[src/rtl/mmtr_pkg.sv]
package mmtr_pkg;

    // Mode code: bit 1 is the first mode bit, bit 0 the second.
    typedef enum logic [1:0] {
        MODE_SHIFT = 2'b00,
        MODE_CLEAR = 2'b01,
        MODE_SIGN  = 2'b10,
        MODE_LOAD  = 2'b11
    } mmtr_mode_e;

    // Inputs seen by one storage cell.
    typedef struct packed {
        logic link;   // previous stage, or head mux for stage 0
        logic par;    // parallel input bit
    } cell_in_t;

    // Next-state function of one cell.
    function automatic logic cell_next(mmtr_mode_e m, cell_in_t ci);
        logic r;
        unique case (m)
            MODE_SHIFT: r = ci.link;
            MODE_CLEAR: r = 1'b0;
            MODE_SIGN:  r = ci.link ^ ci.par;
            default:    r = ci.par;
        endcase
        return r;
    endfunction

endpackage

[src/rtl/mmtr_feedback.sv]
module mmtr_feedback #(
    parameter int             W    = 4,
    parameter logic [W-1:0]   TAPS = 'b1001
) (
    input  logic [W-1:0] state,
    output logic         fb
);
    logic [W-1:0] tapped;

    // Per-stage tap gating; bits without a tap drop out of the XOR.
    for (genvar k = 0; k < W; k++) begin : g_tap
        if (TAPS[k]) begin : g_on
            assign tapped[k] = state[k];
        end else begin : g_off
            assign tapped[k] = 1'b0;
        end
    end

    assign fb = ^tapped;
endmodule

[src/rtl/mmtr_stage.sv]
module mmtr_stage
    import mmtr_pkg::*;
(
    input  logic       clk,
    input  logic       rst,
    input  mmtr_mode_e mode,
    input  cell_in_t   ci,
    output logic       q
);
    always_ff @(posedge clk) begin
        if (rst) q <= 1'b0;
        else     q <= cell_next(mode, ci);
    end
endmodule

[src/rtl/mmtr_reg.sv]
module mmtr_reg
    import mmtr_pkg::*;
#(
    parameter int           W       = 4,
    parameter logic [W-1:0] FB_TAPS = 'b1001
) (
    input  logic         clk,
    input  logic         rst,
    input  logic [1:0]   mode_sel,
    input  logic [W-1:0] par_in,
    input  logic         ser_in,
    output logic [W-1:0] state_q,
    output logic         ser_out
);
    localparam int LAST = W - 1;

    mmtr_mode_e   mode;
    logic         fb;
    logic         head;
    logic [W-1:0] link;

    assign mode = mmtr_mode_e'(mode_sel);

    mmtr_feedback #(.W(W), .TAPS(FB_TAPS)) u_fb (
        .state (state_q),
        .fb    (fb)
    );

    // Stage-0 source: serial input in shift mode, tap feedback otherwise.
    assign head = (mode == MODE_SHIFT) ? ser_in : fb;
    assign link = {state_q[LAST-1:0], head};

    for (genvar k = 0; k < W; k++) begin : g_cell
        cell_in_t ci;
        assign ci.link = link[k];
        assign ci.par  = par_in[k];
        mmtr_stage u_stage (
            .clk  (clk),
            .rst  (rst),
            .mode (mode),
            .ci   (ci),
            .q    (state_q[k])
        );
    end

    assign ser_out = state_q[LAST];

    // reset clears every stage
    a_r1_reset_clears: assert property (@(posedge clk)
        rst |=> (state_q == '0 && ser_out == 1'b0));

    // shift moves serial data in at stage 0
    a_r2_shift_moves: assert property (@(posedge clk) disable iff (rst)
        (mode_sel == 2'b00) |=>
            state_q == {$past(state_q[LAST-1:0]), $past(ser_in)});

    // clear mode empties the register
    a_r3_clear_zero: assert property (@(posedge clk) disable iff (rst)
        (mode_sel == 2'b01) |=> state_q == '0);

    // load mode captures the parallel word
    a_r4_load_captures: assert property (@(posedge clk) disable iff (rst)
        (mode_sel == 2'b11) |=> state_q == $past(par_in));

    // signature mode folds the word into the shifted state
    a_r5_sign_folds: assert property (@(posedge clk) disable iff (rst)
        (mode_sel == 2'b10) |=>
            state_q == ({$past(state_q[LAST-1:0]), ^($past(state_q) & FB_TAPS)}
                        ^ $past(par_in)));
endmodule

[config.mk]
export PLATFORM = sky130hd
export DESIGN_NAME = mmtr_reg
export DESIGN_NICKNAME = d
export VERILOG_FILES = /design/src/rtl/mmtr_pkg.sv /design/src/rtl/mmtr_feedback.sv /design/src/rtl/mmtr_stage.sv /design/src/rtl/mmtr_reg.sv
export SDC_FILE = /design/constraint.sdc
export NUM_CORES = 1
export LEC_CHECK = 0
export BUFFER_PORTS_ARGS = -buffer_cell sky130_fd_sc_hd__buf_2
export CAP_MARGIN = 25
export CORE_AREA = 2 2 39 41
export DETAILED_ROUTE_END_ITERATION = 12
export DIE_AREA = 0 0 41 43
export PLACE_DENSITY = 0.43
export SETUP_SLACK_MARGIN = 0.1
export SLEW_MARGIN = 20
export SYNTH_ARGS = -nofsm -noshare
export SYNTH_HDL_FRONTEND = slang
export SYNTH_SLANG_ARGS = --single-unit
[constraint.sdc]
create_clock -name clk -period 1.1 [get_ports clk]
set_clock_uncertainty 0.05 [all_clocks]
set_input_delay 0.22 -clock clk [delete_from_list [all_inputs] [get_ports clk]]
set_output_delay 0.22 -clock clk [all_outputs]
set_load 0.01 [all_outputs]
==> Implementation_results.wiki <==
{| class="wikitable"
! Metric !! Value
|-
| Synthesized area per cell || between 8 and 9 um2
|-
| Most frequent cells after synthesis || 4 x sky130_fd_sc_hd__buf_4, 4 x sky130_fd_sc_hd__dfxtp_1, 4 x sky130_fd_sc_hd__xnor2_1
|-
| Top-Level Pins || 14
|-
| Hold Vio Cnt, Final || 0
|-
| Via Count || around 230
|-
| Synth Net Count || 36
|-
| Effective utilization at floorplan || 16.5%
|-
| Number of nets still failing antenna checks after routing || 0
|-
| Post-Layout Inst Area || 384 um2
|-
| ANT cells || 0
|-
| Post-placement worst setup slack || between 0.03 and 0.04 ns
|-
| Post-detailed-route DRC marker count || 0
|-
| Share of the synthesized area in compound gates (AO/OA/AOI/OAI) || 13.7%
|-
| Core region area || 1380 um2
|-
| Total Routing Usage GR || under 10%
|-
| Sequential cell area fraction in the yosys report || 35.2%
|-
| Total power of the final layout || around 0.45 mW
|-
| Die area || 1760 um2
|-
| Hold buffers post-CTS || 0
|-
| Power density over the cells || roughly 1200 nW/um2
|-
| Number of enable flip-flop cells after synthesis || 0
|-
| Adder-cell share of the synthesized area || 0%
|-
| Layout area overhead || 68.7%
|-
| Fraction of synthesis flops using an asynchronous set or reset pin || 0%
|-
| Avg WL per Cell || just under 8 um
|-
| Cell area after placement || about 330 um2
|-
| Cell type with the highest aggregate area in the netlist || sky130_fd_sc_hd__dfxtp_1
|-
| Data arrival at the endpoint of the critical path || between 0.7 and 0.8 ns
|-
| Insertion delay to the later sink of the worst-skew pair || 0.23 ns
|-
| Wire length after detailed routing || 471 um
|-
| Proportion of layout cells with a drive suffix above 1 || 56.8%
|-
| Dominant combinational cell family by area after synthesis || simple AND/OR/NAND/NOR gates
|-
| RSZ-0062 raised after global routing || true
|-
| Number of detailed-route iterations in the first pass || 2
|-
| Clock slew seen by the registers of the worst setup and hold paths || about 0.040 ns
|-
| Width of the die || 41 um
|-
| Setup-violating endpoint count in the final report || 0
|-
| Synthesized-area fraction occupied by xor and xnor cells || 15.4%
|-
| Register-to-Register Setup Slack || 0.11 ns
|-
| Slew at the pin with the worst max-slew slack || roughly 0.30 ns
|-
| Post-synth design cell area || roughly 230 um2
|-
| Most instantiated flip-flop cell in the synthesis netlist || sky130_fd_sc_hd__dfxtp_1
|-
| Site Rows || 14
|-
| Post-detailed-placement half-perimeter wirelength || 401 um
|-
| Nets || 55
|-
| MaxCap Viol Count || 0
|-
| Final worst setup slack || approximately 0.052 ns
|-
| Area share of the leading cell type in the synthesized netlist || 35.2%
|-
| Remaining max-slew budget at the tightest pin || 80.1%
|-
| Placer congestion estimate || roughly 0.61
|-
| Initial antenna violation count || 0
|-
| Status || complete, no violations
|-
| Number of port buffers || 13
|-
| Biggest regs || g_cell.u_stage.q x4
|-
| Total number of H-tree levels || 1
|-
| Number of clock sinks seen by CTS || 4
|-
| Register bit total from synthesis || 4
|-
| Register containing the most flip-flops in the final layout || g_cell.u_stage.q
|-
| FF-to-FF Start || g_cell[3].u_stage.q
|-
| Minimum clock period || 1.05 ns
|-
| Critical Path End Type || primary output
|-
| Max-slew violation count || 0
|-
| Clock buffer count from CTS || 3
|-
| Leakage || about 0.18 nW
|-
| Top cells by area, synth || sky130_fd_sc_hd__dfxtp_1 35%, sky130_fd_sc_hd__xnor2_1 15%, sky130_fd_sc_hd__buf_4 13%
|-
| Beginning of the worst hold path || rst
|-
| Global-route wire length before repair || 793 um
|-
| Simple-gate share of the synthesized area || 20.9%
|-
| Largest vdd supply drop || around 270 uV
|-
| CTS tree || done
|-
| Synth Warn # || 0
|-
| Sum of overflow across all layers after global routing || 0
|-
| Drt initial violations || 1
|-
| Portion of the clock cycle consumed by the worst path in the final layout || 95.3%
|-
| Via-to-Cell Ratio || 3.82
|-
| Library cell used as clock root buffer || sky130_fd_sc_hd__clkbuf_4
|-
| Share of cell area taken by muxes after synthesis || 0%
|-
| Maximum number of pins on one net before global-route repair || 6
|-
| Worst Path Class, Setup || flip-flop to primary output
|-
| Number of buffers on the longest clock path || 2
|-
| Fill cell count || between 150 and 200
|-
| Critical Path Source || g_cell[0].u_stage.q
|-
| Via count of the first global-routing pass || 213
|-
| Peak clock frequency supported by timing || 0.954 GHz
|-
| Number of library cell types mapped by synthesis || 12
|-
| Cells after Synth || 27
|-
| Largest fanout of any net on the critical path || 2
|-
| Kind of path behind the tightest hold check || input pin to flip-flop
|-
| Die H || ~43 um
|-
| Flip-flop count of the largest register, all copies and words added || 4
|-
| Critical Path RT || 0.83 ns
|-
| Worst setup SP type || flip-flop
|}
kinds of logic after synthesis:
logic type	Yosys count
AOI/OAI and AO/OA	4
xor gates and xnor gates	4
buffers and inverters	5
DFF	4
and+or+nand+nor	10
worst max-delay path, cell delays in order, from the launching register on:
cell and delay [ns]:
sky130_fd_sc_hd__dfxtp_2 0.33, sky130_fd_sc_hd__buf_6 0.11, sky130_fd_sc_hd__buf_6 0.11
cell type report:
type,instances,area [um2],area share (%)
timing repair buffer,18,125,32.6
clock buffer,3,22.5,5.86
inverter,1,3.75,0.977
sequential,4,85.1,22.1
multi-input combinational,18,128,33.2
tap,16,20.0,5.21
report_power, final:
group	internal [mW]	switching, mW
logic	0.0669	0.0424
registers	0.156	0.00934
clock network	0.122	0.0578
total	0.345	0.110
cells in the final DEF, fill, tap and decap left out, types with 2 or more instances in the layout:
cell and instances:
sky130_fd_sc_hd__buf_4 4, sky130_fd_sc_hd__dfxtp_1 2, sky130_fd_sc_hd__nand2_1 3, sky130_fd_sc_hd__buf_6 4, sky130_fd_sc_hd__nor2_1 3, sky130_fd_sc_hd__xnor2_1 3, sky130_fd_sc_hd__buf_2 10, sky130_fd_sc_hd__nand2b_1 3
sky130_fd_sc_hd__clkbuf_4 3
what timing repair did:
action                     CTS  global route
pin swaps                    1             0
gates cloned                 0             0
gates resized for setup      3             3
buffers inserted             0             1
setup endpoints to repair    2             4
routing by layer:
layer	global-route usage (%)	vias up	wire length [um]
met5	0	-	0
met4	4.00	0	9
met3	4.71	2	13
met2	9.38	6	247
met1	7.35	103	200
li1	-	118	-
worst paths after layout:
kind,depth (start not counted),to
setup / recovery,2,state_q[0]
hold / removal,2,g_cell[3].u_stage.q
setup reg to reg,2,g_cell[0].u_stage.q
hold reg to reg,3,g_cell[3].u_stage.q
stage by stage:
| step | std cells | utilization [%] | TNS (ns) | hold WS (ns) |
|---|---|---|---|---|
| final | 60 | 27.8 | 0 | 0.135 |
| after detailed placement | 56 | 23.7 | 0 | 0.382 |
| after global placement | 56 | 23.7 | -0.00593 | 0.385 |
| after floorplan | 27 | - | 0 | 0.235 |
| after CTS | 59 | 26.1 | 0 | 0.133 |
| after global routing | 60 | 27.8 | 0 | 0.146 |
(Power assumes the default switching activity.)
